`config.mk`:
```
export PLATFORM = sky130hd
export DESIGN_NAME = rstctl_regs
export DESIGN_NICKNAME = d
export VERILOG_FILES = /design/src/rtl/rstctl_pkg.sv /design/src/rtl/rstctl_apb_decode.sv /design/src/rtl/rstctl_unlock_fsm.sv /design/src/rtl/rstctl_cause_flags.sv /design/src/rtl/rstctl_regs.sv
export SDC_FILE = /design/constraint.sdc
export NUM_CORES = 1
export LEC_CHECK = 0
export ABC_AREA = 1
export BUFFER_PORTS_ARGS = -buffer_cell sky130_fd_sc_hd__buf_4
export CORE_MARGIN = 2
export CORE_UTILIZATION = 36
export DETAILED_ROUTE_END_ITERATION = 6
export GPL_TIMING_DRIVEN = 0
export PLACE_DENSITY = 0.79
export SKIP_LAST_GASP = 1
export SLEW_MARGIN = 30
export SYNTH_ARGS = -nofsm -noshare
export SYNTH_HDL_FRONTEND = slang
export SYNTH_SLANG_ARGS = --single-unit
```
`constraint.sdc`:
```
create_clock -name clk -period 1 [get_ports clk]
set_clock_uncertainty 0.15 [all_clocks]
set_input_delay 0.2 -clock clk [delete_from_list [all_inputs] [get_ports clk]]
set_output_delay 0.2 -clock clk [all_outputs]
set_load 0.02 [all_outputs]
```
`src/rtl/rstctl_pkg.sv`:
```
package rstctl_pkg;

  localparam int DATA_W = 16;
  localparam int N_SRC  = 4;

  // cause bit positions
  localparam int SRC_POR = 0;
  localparam int SRC_EXT = 1;
  localparam int SRC_WDT = 2;
  localparam int SRC_SW  = 3;

  typedef enum logic [1:0] {
    UL_LOCKED = 2'd0,
    UL_KEY1   = 2'd1,
    UL_OPEN   = 2'd2
  } unlock_e;

  // next step of the unlock sequence for one bus cycle
  function automatic unlock_e unlock_next(
    input unlock_e            cur,
    input logic               wr_key,
    input logic               wr_cfg,
    input logic               wr_foreign,
    input logic [DATA_W-1:0]  wdata,
    input logic [DATA_W-1:0]  key_a,
    input logic [DATA_W-1:0]  key_b
  );
    unlock_e nxt;
    nxt = cur;
    if (wr_key) begin
      if (wdata == key_a)                          nxt = UL_KEY1;
      else if (cur == UL_KEY1 && wdata == key_b)   nxt = UL_OPEN;
      else                                         nxt = UL_LOCKED;
    end else if (wr_cfg || wr_foreign) begin
      nxt = UL_LOCKED;
    end
    return nxt;
  endfunction

  // sticky flags: events set, write-one clears, set wins
  function automatic logic [N_SRC-1:0] flags_next(
    input logic [N_SRC-1:0] cur,
    input logic [N_SRC-1:0] set_v,
    input logic             clr_en,
    input logic [N_SRC-1:0] clr_mask
  );
    logic [N_SRC-1:0] keep;
    keep = clr_en ? (cur & ~clr_mask) : cur;
    return keep | set_v;
  endfunction

endpackage

```
`src/rtl/rstctl_apb_decode.sv`:
```
module rstctl_apb_decode
  import rstctl_pkg::*;
#(
  parameter int ADDR_W  = 4,
  parameter int OFF_CFG = 0,
  parameter int OFF_KEY = 4,
  parameter int OFF_STS = 8
) (
  input  logic              psel,
  input  logic              penable,
  input  logic              pwrite,
  input  logic [ADDR_W-1:0] paddr,
  output logic              sel_cfg,
  output logic              sel_key,
  output logic              sel_sts,
  output logic              wr_cfg,
  output logic              wr_key,
  output logic              wr_foreign
);

  localparam logic [ADDR_W-1:0] A_CFG = ADDR_W'(OFF_CFG);
  localparam logic [ADDR_W-1:0] A_KEY = ADDR_W'(OFF_KEY);
  localparam logic [ADDR_W-1:0] A_STS = ADDR_W'(OFF_STS);

  logic wr_stb;

  always_comb begin
    sel_cfg    = (paddr == A_CFG);
    sel_key    = (paddr == A_KEY);
    sel_sts    = (paddr == A_STS);
    wr_stb     = psel & penable & pwrite;
    wr_cfg     = wr_stb & sel_cfg;
    wr_key     = wr_stb & sel_key;
    wr_foreign = wr_stb & ~sel_cfg & ~sel_key;
  end

endmodule

```
`src/rtl/rstctl_unlock_fsm.sv`:
```
module rstctl_unlock_fsm
  import rstctl_pkg::*;
#(
  parameter logic [DATA_W-1:0] KEY_FIRST  = 16'h2009,
  parameter logic [DATA_W-1:0] KEY_SECOND = 16'h0426
) (
  input  logic              clk,
  input  logic              rst_n,
  input  logic              wr_key,
  input  logic              wr_cfg,
  input  logic              wr_foreign,
  input  logic [DATA_W-1:0] wdata,
  output unlock_e           state,
  output logic              cfg_accept
);

  unlock_e state_d;

  always_comb begin
    state_d    = unlock_next(state, wr_key, wr_cfg, wr_foreign, wdata,
                             KEY_FIRST, KEY_SECOND);
    cfg_accept = wr_cfg & (state == UL_OPEN);
  end

  always_ff @(posedge clk or negedge rst_n) begin
    if (!rst_n) state <= UL_LOCKED;
    else        state <= state_d;
  end

endmodule

```
`src/rtl/rstctl_cause_flags.sv`:
```
module rstctl_cause_flags
  import rstctl_pkg::*;
(
  input  logic             clk,
  input  logic             rst_n,
  input  logic [N_SRC-1:0] set_v,
  input  logic             clr_en,
  input  logic [N_SRC-1:0] clr_mask,
  output logic [N_SRC-1:0] flags
);

  localparam logic [N_SRC-1:0] FLAGS_AT_POR = N_SRC'(1) << SRC_POR;

  always_ff @(posedge clk or negedge rst_n) begin
    if (!rst_n) flags <= FLAGS_AT_POR;
    else        flags <= flags_next(flags, set_v, clr_en, clr_mask);
  end

endmodule

```
`src/rtl/rstctl_regs.sv`:
```
module rstctl_regs
  import rstctl_pkg::*;
#(
  parameter int                ADDR_W     = 4,
  parameter int                OFF_CFG    = 0,
  parameter int                OFF_KEY    = 4,
  parameter int                OFF_STS    = 8,
  parameter logic [DATA_W-1:0] KEY_FIRST  = 16'h2009,
  parameter logic [DATA_W-1:0] KEY_SECOND = 16'h0426
) (
  input  logic              clk,
  input  logic              por_n,
  input  logic              psel,
  input  logic              penable,
  input  logic              pwrite,
  input  logic [ADDR_W-1:0] paddr,
  input  logic [DATA_W-1:0] pwdata,
  output logic [DATA_W-1:0] prdata,
  input  logic              evt_ext,
  input  logic              evt_wdt,
  input  logic              evt_sw,
  output logic              no_retain
);

  // named internal events, also used by the bound checker
  logic             sel_cfg, sel_key, sel_sts;
  logic             wr_cfg, wr_key, wr_foreign, wr_sts;
  logic             cfg_accept;
  unlock_e          ul_state;
  logic [N_SRC-1:0] ev_vec;
  logic [N_SRC-1:0] flags;
  logic             cfg_q;

  rstctl_apb_decode #(
    .ADDR_W (ADDR_W),
    .OFF_CFG(OFF_CFG),
    .OFF_KEY(OFF_KEY),
    .OFF_STS(OFF_STS)
  ) u_dec (
    .psel      (psel),
    .penable   (penable),
    .pwrite    (pwrite),
    .paddr     (paddr),
    .sel_cfg   (sel_cfg),
    .sel_key   (sel_key),
    .sel_sts   (sel_sts),
    .wr_cfg    (wr_cfg),
    .wr_key    (wr_key),
    .wr_foreign(wr_foreign)
  );

  assign wr_sts = wr_foreign & sel_sts;

  rstctl_unlock_fsm #(
    .KEY_FIRST (KEY_FIRST),
    .KEY_SECOND(KEY_SECOND)
  ) u_fsm (
    .clk       (clk),
    .rst_n     (por_n),
    .wr_key    (wr_key),
    .wr_cfg    (wr_cfg),
    .wr_foreign(wr_foreign),
    .wdata     (pwdata),
    .state     (ul_state),
    .cfg_accept(cfg_accept)
  );

  always_comb begin
    ev_vec          = '0;
    ev_vec[SRC_EXT] = evt_ext;
    ev_vec[SRC_WDT] = evt_wdt;
    ev_vec[SRC_SW]  = evt_sw;
  end

  rstctl_cause_flags u_flags (
    .clk     (clk),
    .rst_n   (por_n),
    .set_v   (ev_vec),
    .clr_en  (wr_sts),
    .clr_mask(pwdata[N_SRC-1:0]),
    .flags   (flags)
  );

  always_ff @(posedge clk or negedge por_n) begin
    if (!por_n)          cfg_q <= 1'b0;
    else if (cfg_accept) cfg_q <= pwdata[0];
  end

  assign no_retain = cfg_q;

  // read mux; key register always reads zero
  always_comb begin
    prdata = '0;
    if (psel && sel_cfg) prdata[0]         = cfg_q;
    if (psel && sel_sts) prdata[N_SRC-1:0] = flags;
  end

endmodule

```
### After elaboration in Yosys (flattened, before gate mapping)

Cells that the tools add are included.

| operators by class | value |
|---|---|
| equal/unequal tests | 6 |
| muxes and demuxes | 7 |
| bitwise operators | 13 |
| reduce and logical (&&, ||, !) cells | 6 |

Operator list:

| cell | number |
|---|---|
| == test 16 x 11 -> 1 bit (second input constant) | 1 |
| == test 16 x 14 -> 1 bit (second input constant) | 1 |
| AND 1 bit | 8 |
| 2-to-1 mux 2 bit | 4 |
| 2-to-1 mux 4 bit | 2 |
| AND 4 bit | 1 |
| == test 4 x 3 -> 1 bit (second input constant) | 1 |
| == test 4 bit (second input constant) | 1 |
| zero test 4 bit | 1 |
| NOT 4 bit | 1 |
| bitwise OR 4 bit | 1 |
| logical AND 1 bit | 3 |
| == test 2 x 1 -> 1 bit (second input constant) | 1 |
| == test 2 bit (second input constant) | 1 |
| NOT 1 bit | 2 |
| nonzero test 2 bit | 1 |
| logical OR 1 bit | 1 |
| 2-to-1 mux 1 bit | 1 |

| word-level totals | value |
|---|---|
| bits in registers | 7 |
| input bits | 28 |
| output and inout port bits | 17 |
| word-level logic and storage cells | 35 |

### Longest topological paths before layout

Gate-level depths: netlist of run 1.

| depth | value |
|---|---|
| depth after elaboration | 7 |
| depth in mapped cells | 7 |
| mapped depth without buffers | 7 |

### Hierarchy

Synthesis of run 1 repeated with hierarchy kept, for this count alone.

| unflattened totals | value |
|---|---|
| cells, all modules | 108 |
| area total of the unflattened synthesis | 626.9 µm² |

Modules (own cells, without submodules):

| module | times used | cells an instance | area an instance (µm²) | sequential area each (µm²) |
|---|---|---|---|---|
| rstctl_unlock_fsm | 1 | 40 | 203.9 | 50.0 |
| rstctl_regs | 1 | 33 | 192.7 | 25.0 |
| rstctl_cause_flags | 1 | 20 | 161.4 | 101.3 |
| rstctl_apb_decode | 1 | 15 | 68.8 | 0.0 |

### Worst setup path before layout of run 1

OpenSTA, ideal clock, no wires.

| path | value |
|---|---|
| kind | register to output |
| start point | register cfg_q (netlist: no_retain) |
| end point | output port prdata[0] |
| arrival | 0.999 ns |
| path slack | -0.349 ns |
| cell stages (with the launch flop) | 3 |
| path buffers | 0 |
| cells stage by stage | dfrtp_1 nand2_1 o21ai_0 |

| between the ends | value |
|---|---|
| longest elaborated chain between the ends | 2 |

RTL lines:

| item | line | source |
|---|---|---|
| start: declaration | rstctl_regs.sv:32 | `logic cfg_q;` |
| start signal: assignment | rstctl_regs.sv:86 | `else if (cfg_accept) cfg_q <= pwdata[0];` |
| 2-to-1 mux 1 bit | rstctl_regs.sv:94 | `if (psel && sel_cfg) prdata[0] = cfg_q;` |
| 2-to-1 mux 4 bit | rstctl_regs.sv:95 | `if (psel && sel_sts) prdata[N_SRC-1:0] = flags;` |
| end: declaration | rstctl_regs.sv:18 | `output logic [DATA_W-1:0] prdata,` |

No other way between the ends.

### Final worst setup path of run 1

| path | value |
|---|---|
| start point | register u_flags.flags[0] |
| end point | output port prdata[0] |

| between the ends | value |
|---|---|
| longest elaborated chain between the ends | 1 |

RTL lines:

| item | line | source |
|---|---|---|
| start: declaration | rstctl_cause_flags.sv:9 | `output logic [N_SRC-1:0] flags` |
| start signal: assignment | rstctl_cause_flags.sv:16 | `else flags <= flags_next(flags, set_v, clr_en, clr_mask);` |
| 2-to-1 mux 4 bit | rstctl_regs.sv:95 |  |

No other way between the ends.

==> out/metrics.yaml, run 1 <==
worst_hold_path:
  min_path_cells: 3
  hold_class: "in -> reg"
layout:
  nFillCells: 142
  final_layout_size_suffix_gt1_share_pct: 50.9
  diodes: 0
  syn_to_final_growth_pct: 80.5
  nNetsFinal: 188
  multi_input_area_sq_um: 429
  regArea_sq_um: 178
  final_cells: 184
cts:
  clock_sinks: 7
  htreeDepth: 1
  clkSlewWorstSetupHoldPaths_ps: 50
  clockBufferDepth: 2
  cts_tree: "done"
  clk_latency_ps: 250
  cts_root_buffer: "clkbuf_4"
  numCtsBuffers: 3
floorplan:
  die_x_um: 46.3
  ios: 45
  rows: 15
  start_util_pct: 37.7
  die_y_um: 46.3
  core_area_sq_mm: 0.00171
  die-area_sq_mm: 0.00214
run:
  max_cap_viol_count: 0
sta:
  holdWs_ps: 10.0
  hold_violations: 0
  min_period_over_period_pct: 144
  setup_ws_ps: -444
  setup_violations: 8
  rsz0062_at_grt: "true"
  final.min_clock_period_ps: 1440
  timing.fmax_mhz: 692
  slew_viol_final: 0
routing:
  vias: 775
  viasPerCell: 4.21
  finalWirelength_um: 1770
  wl_per_cell_um: 9.63
  ant_nets: 0
  dr.pass1.iters: 4
  drc_errors: 0
  drt_iter0_markers: 10
power_and_ir_drop:
  p_clk_share_pct: 30.4
  pwr-share-comb_pct: 34.4
  sw_frac_of_total_pct: 29.6
  p_switching_w: 0.000240
  p_seq_share_pct: 35.2
  power_density_mw_per_mm2: 698
  total_power_w: 0.000811
  ir_drop_mv: 0.572
  p_leak_nw: 0.628
  p_int_w: 0.000571
placement:
  dpl.hpwl_um: 1420
  dpl.cell_count: 173
  routabilityCongestion: 0.763
  io_buffers: 32
synth:
  synthCells: 105
  syn-cell-area_sq_um: 643
  synth_seq_area_share_pct: 27.4
  synth_warnings: 0
  syn-mean-instance-area_sq_um: 6.12
  synth-seq-cells: 7
  yosysUniqueCellTypes: 16
global_route:
  grt_pass1_vias: 749
  overflow: 0
  grt_use_total_pct: 18.1
  met3_usage_pct: 3.92
  grtUsageMet1_pct: 16.6
  grt_pass1_wl_um: 2790
  top_usage_layer: "met2"
  antenna_found_initial: 0
  grt_max_degree: 8
  grt_use_met2_pct: 36.7
worst_setup_path:
  crit_buf_inv: 1
  worstPathCellList: "nand3_2, o21ai_4, buf_6"
  critPathLaunch: "u_flags.flags[0]$_DFFE_PN1N_"
  cp.arrival_ps: 1090
  worstPathRequired_ps: 650
  rr_worst_depth: 4
  cp_top_family: "flip-flops"
  critPathCaptureType: "primary output"
  cpPeakStageDelay_ps: 540
  r2r_slack_ps: -70
  path_class: "reg -> out"
  cp-start-kind: "flip-flop"
  path_depth: 3
  cp_slowest_cell: "dfstp_2"
  r2r_start: "u_flags.flags[2]$_DFF_PN0_"
  cp-endpoint: "prdata[0]"
  r2r-end: "u_flags.flags[2]$_DFF_PN0_"
  path_max_fanout: 2
run_status:
  status: "finished, violations left"
  violations: "negative setup slack"
how the worst min path moves through the flow:
stage	endpoint	startpoint
6_report	u_flags.flags[3]$_DFF_PN0_	evt_sw
3_5_place_dp	u_fsm.state[1]$_DFFE_PN0P_	por_n
5_1_grt	u_flags.flags[3]$_DFF_PN0_	evt_sw
4_1_cts	u_flags.flags[1]$_DFF_PN0_	evt_ext
2_1_floorplan	no_retain$_DFFE_PN0P_	por_n
3_3_place_gp	u_fsm.state[0]$_DFFE_PN0P_	por_n
cells in the mapped netlist:
cell       n  area [sq um]
nand3_1    9          45.0
conb_1     1          3.75
nor2_4     2          22.5
o21ai_0    1          5.00
nor2_2     1          6.26
buf_4     12          90.1
nor2_1    24          90.1
o21a_1     1          7.51
nand4_1    2          12.5
nand3_2    1          10.0
dfrtp_1    6           150
nand2_1   25          93.8
dfstp_2    1          26.3
nand2_2    2          12.5
inv_1     16          60.1
nand3b_1   1          7.51
flip-flops by register name, summed over array words and instances (netlist names):
register	flops
no_retain	1
u_flags.flags	4
u_fsm.state	2
kinds of logic (layout without fill, tap and decap cells):
family          count (synthesis)  in the layout  synth area share (%)
flops                           7              7                  27.4
compound gates                  2              2                  1.95
simple gates                   67             67                  46.7
buf+inv                        28             71                  23.3
other cells                     1             12                 0.583
per-layer routing:
layer / wire (um) / share of wire (%) / up-vias
met4: 0 / 0 / 0
met5: 0 / 0 / -
met2: 1050 / 59 / 20
met3: 75 / 4.2 / 0
li1: - / - / 400
met1: 643 / 36 / 355
area by class of cell:
type                            count  area share [%]
Buffer                             12            7.76
Clock buffer                        3            1.94
Clock inverter                      1           0.431
Inverter                           16            6.90
Multi-Input combinational cell     81            37.0
Sequential cell                     7            15.3
Tap cell                           25            2.69
Timing Repair Buffer               39            28.0
timing repair:
| item | 4_1_cts | 5_1_grt |
|---|---|---|
| hold endpoints to repair | 7 | 0 |
| cloned | 0 | 0 |
| setup endpoints to repair | 7 | 9 |
| buffers inserted | 5 | 2 |
| pin swaps | 6 | 8 |
| gates resized for setup | 12 | 4 |
| hold buffers | 1 | 0 |
worst min-delay path, delay by kind of cell:
kind / cells / cell delay (ps)
AND/OR/NAND/NOR: 1 / 60
buffers and inverters: 2 / 100
per-stage QoR:
stage	utilization [%]	setup TNS (ps)	cell area, sq um	setup WS, ps
4_1_cts	66.9	-1380	1140	-447
2_1_floorplan	-	-240	764	-68.3
5_1_grt	68.0	-1850	1160	-514
3_3_place_gp	60.7	-2310	1040	-337
6_report	68.0	-1470	1160	-444
3_5_place_dp	60.7	-2400	1040	-338
placed cells by master, fill, tap and decap left out, types with 2 or more instances in the layout:
cell	instances
buf_4	42
nand2_1	21
nor2_1	18
conb_1	12
inv_1	9
nand3_1	8
buf_6	8
nor2_4	5
dfrtp_1	5
inv_2	4
nor2_2	4
nand2_4	3
nand2_2	3
clkbuf_4	3
nand3_2	2
nand4_1	2
power by group through the flow:
stage                     Combinational [W]  Clock, W  Sequential [W]
after floorplan                    0.000142         0        0.000290
after global placement             0.000255         0        0.000290
after detailed placement           0.000259         0        0.000290
after CTS                          0.000274  0.000261        0.000285
after global routing               0.000302  0.000294        0.000285
final                              0.000279  0.000246        0.000285
Power figures use the tool's default switching activity.
==> run 2: changes to the inputs <==
- SETUP_SLACK_MARGIN: not set -> 0.05
==> run 2 against run 1 <==
The flow still finishes with violations (negative setup slack). Count of clock-buffer cells in the layout up 1. Clock power down 2%. Cell count unchanged. Die area unchanged. Sequential power about the same. Critical path depth unchanged. Core utilization up 1.1 points. Total power up 0.94%. Final area up 1.6%. Critical path type unchanged. Largest power group is now combinational cells.
==> out/metrics.yaml, run 2 (synthesized netlist as in run 1, its figures left out) <==
power_and_ir_drop:
  power_density_mw_per_mm2: 693  # -0.67%
  p_seq_share_pct: 34.9  # -0.3 points
  p_leak_nw: 0.644  # +2.5%
  p_clk_share_pct: 29.6  # -0.8 points
  pwr-share-comb_pct: 35.4  # +1.0 points
  sw_frac_of_total_pct: 28.4  # -1.2 points
  p_int_w: 0.000586  # +2.7%
  ir_drop_mv: 0.603  # +5.5%
  p_switching_w: 0.000232  # -3.2%
layout:
  nNetsFinal: 188  # unchanged
  final_cells: 184  # unchanged
  layout_common_cells: "buf_4, nand2_1, nor2_1"
  final_layout_size_suffix_gt1_share_pct: 51.6  # +0.63 points
  syn_to_final_growth_pct: 83.5
  top_register: "u_flags.flags"
  regArea_sq_um: 178  # unchanged
  diodes: 0  # unchanged
  final_common_cell: "buf_4"
  largest_register_ffs: 4  # unchanged
  final_area_sq_mm: 0.00118  # +1.6%
  multi_input_area_sq_um: 444  # +3.5%
  final_util_pct: 69.1  # +1.1 points
  nFillCells: 152  # +7.0%
sta:
  min_period_over_period_pct: 143  # -1.7 points
  setup_ws_ps: -428  # +16.5 ps
  slew_viol_final: 0  # unchanged
  holdWs_ps: 17.3  # +7.27 ps
  setup_violations: 10  # +2
  timing.fmax_mhz: 700  # +1.2%
  hold_violations: 0  # unchanged
  final.min_clock_period_ps: 1430  # -16.5 ps
  rsz0062_at_grt: "true"
routing:
  viasPerCell: 4.03  # -4.4%
  ant_nets: 0  # unchanged
  finalWirelength_um: 1620  # -8.4%
  drc_errors: 0  # unchanged
  wl_per_cell_um: 8.82  # -8.4%
  vias: 741  # -4.4%
  dr.pass1.iters: 4  # unchanged
  drt_iter0_markers: 4  # -6
run_status:
  violations: "negative setup slack"
  status: "finished, violations left"
global_route:
  grt_use_total_pct: 16.3  # -1.8 points
  antenna_found_initial: 0  # unchanged
  grt_pass1_vias: 643  # -14%
  grt_pass1_wl_um: 2480  # -11%
  overflow: 0  # unchanged
  grt_max_degree: 8  # unchanged
cts:
  clkSlewWorstSetupHoldPaths_ps: 50  # about the same
  clock_sinks: 7  # unchanged
  clockBufferDepth: 2  # unchanged
  cts_root_buffer: "clkbuf_4"
  clk_latency_ps: 240  # about the same
  htreeDepth: 1  # unchanged
  numCtsBuffers: 3  # unchanged
  cts_tree: "done"
floorplan:
  die-area_sq_mm: 0.00214  # unchanged
  rows: 15  # unchanged
  die_y_um: 46.3  # unchanged
  start_util_pct: 37.7  # unchanged
  die_x_um: 46.3  # unchanged
  ios: 45  # unchanged
  core_area_sq_mm: 0.00171  # unchanged
worst_setup_path:
  critPathCaptureType: "primary output"
  path_class: "reg -> out"
  cp-start-kind: "flip-flop"
  path_max_fanout: 2  # unchanged
  worstPathRequired_ps: 650  # about the same
  cp.arrival_ps: 1080  # about the same
worst_hold_path:
  hold_class: "in -> reg"
placement:
  routabilityCongestion: 0.756  # -0.85%
  io_buffers: 32  # unchanged
  dpl.hpwl_um: 1360  # -4.2%
  dpl-instance-area_sq_mm: 0.00105  # +0.97%
  dpl.cell_count: 173  # unchanged
run:
  max_cap_viol_count: 0  # unchanged
[run 2: changes by cell type in the layout (fill, tap and decap cells not counted), sizes merged]
cell,delta
clkbuf,+1
inv,-1
[run 2: final cells by class]
class / count / share of cell area [%]
repair buffers: 39 / 28.0
well taps: 25 / 2.65
multi-input cells: 81 / 37.6
plain buffers: 12 / 7.64
inverters: 16 / 6.79
clock buffers: 4 / 2.23
flip-flops and latches: 7 / 15.1
[run 2: power groups by stage]
| stage | Clock, W | Sequential, W | Combinational (W) |
|---|---|---|---|
| after floorplan | 0 | 0.000290 | 0.000144 |
| after global placement | 0 | 0.000290 | 0.000259 |
| after detailed placement | 0 | 0.000290 | 0.000263 |
| after CTS | 0.000257 | 0.000286 | 0.000281 |
| after global routing | 0.000282 | 0.000285 | 0.000315 |
| final | 0.000242 | 0.000286 | 0.000290 |
[run 2: stage by stage]
step                      TNS, ps  power [W]  setup WS [ps]
after floorplan              -211   0.000434          -68.3
after global placement      -2140   0.000549           -337
after detailed placement    -2360   0.000553           -355
after CTS                   -1810   0.000824           -435
after global routing        -2150   0.000883           -464
final                       -1800   0.000818           -428
[run 2: path summary, 6_finish.rpt]
| kind | startpoint | to | slack [ps] | depth (start not counted) |
|---|---|---|---|---|
| max in group asynchronous | por_n | u_flags.flags[0]$_DFFE_PN1N_ | 350 | 2 |
| max reg2reg | u_fsm.state[1]$_DFFE_PN0P_ | u_fsm.state[1]$_DFFE_PN0P_ | -50 | 7 |
| min reg2reg | u_flags.flags[0]$_DFFE_PN1N_ | u_flags.flags[0]$_DFFE_PN1N_ | 320 | 1 |
| max | u_flags.flags[0]$_DFFE_PN1N_ | prdata[0] | -430 | 3 |
| min | evt_sw | u_flags.flags[3]$_DFF_PN0_ | 20 | 3 |
| min in group asynchronous | por_n | u_flags.flags[2]$_DFF_PN0_ | 150 | 2 |
[run 2: routing by layer]
layer / global-route usage [%] / wire (um) / share of wire, % / vias to the layer above
met5: 0 / 0 / 0 / -
met2: 29.2 / 898 / 55 / 23
met4: 8.00 / 14 / 0.86 / 0
met3: 2.75 / 76 / 4.7 / 2
li1: - / - / - / 399
met1: 18.3 / 633 / 39 / 317
[run 2: critical path, cell delays in order (launching register included)]
cell	delay, ps
dfstp_2	530
nand3_2	90
o21ai_4	70
buf_6	130
[run 2: timing repair]
item,CTS,global route
endpoints found under the setup margin,8,12
gates resized for setup,10,9
hold endpoints to repair,7,0
pin swaps,5,6
hold buffers,1,0
setup buffers,6,0
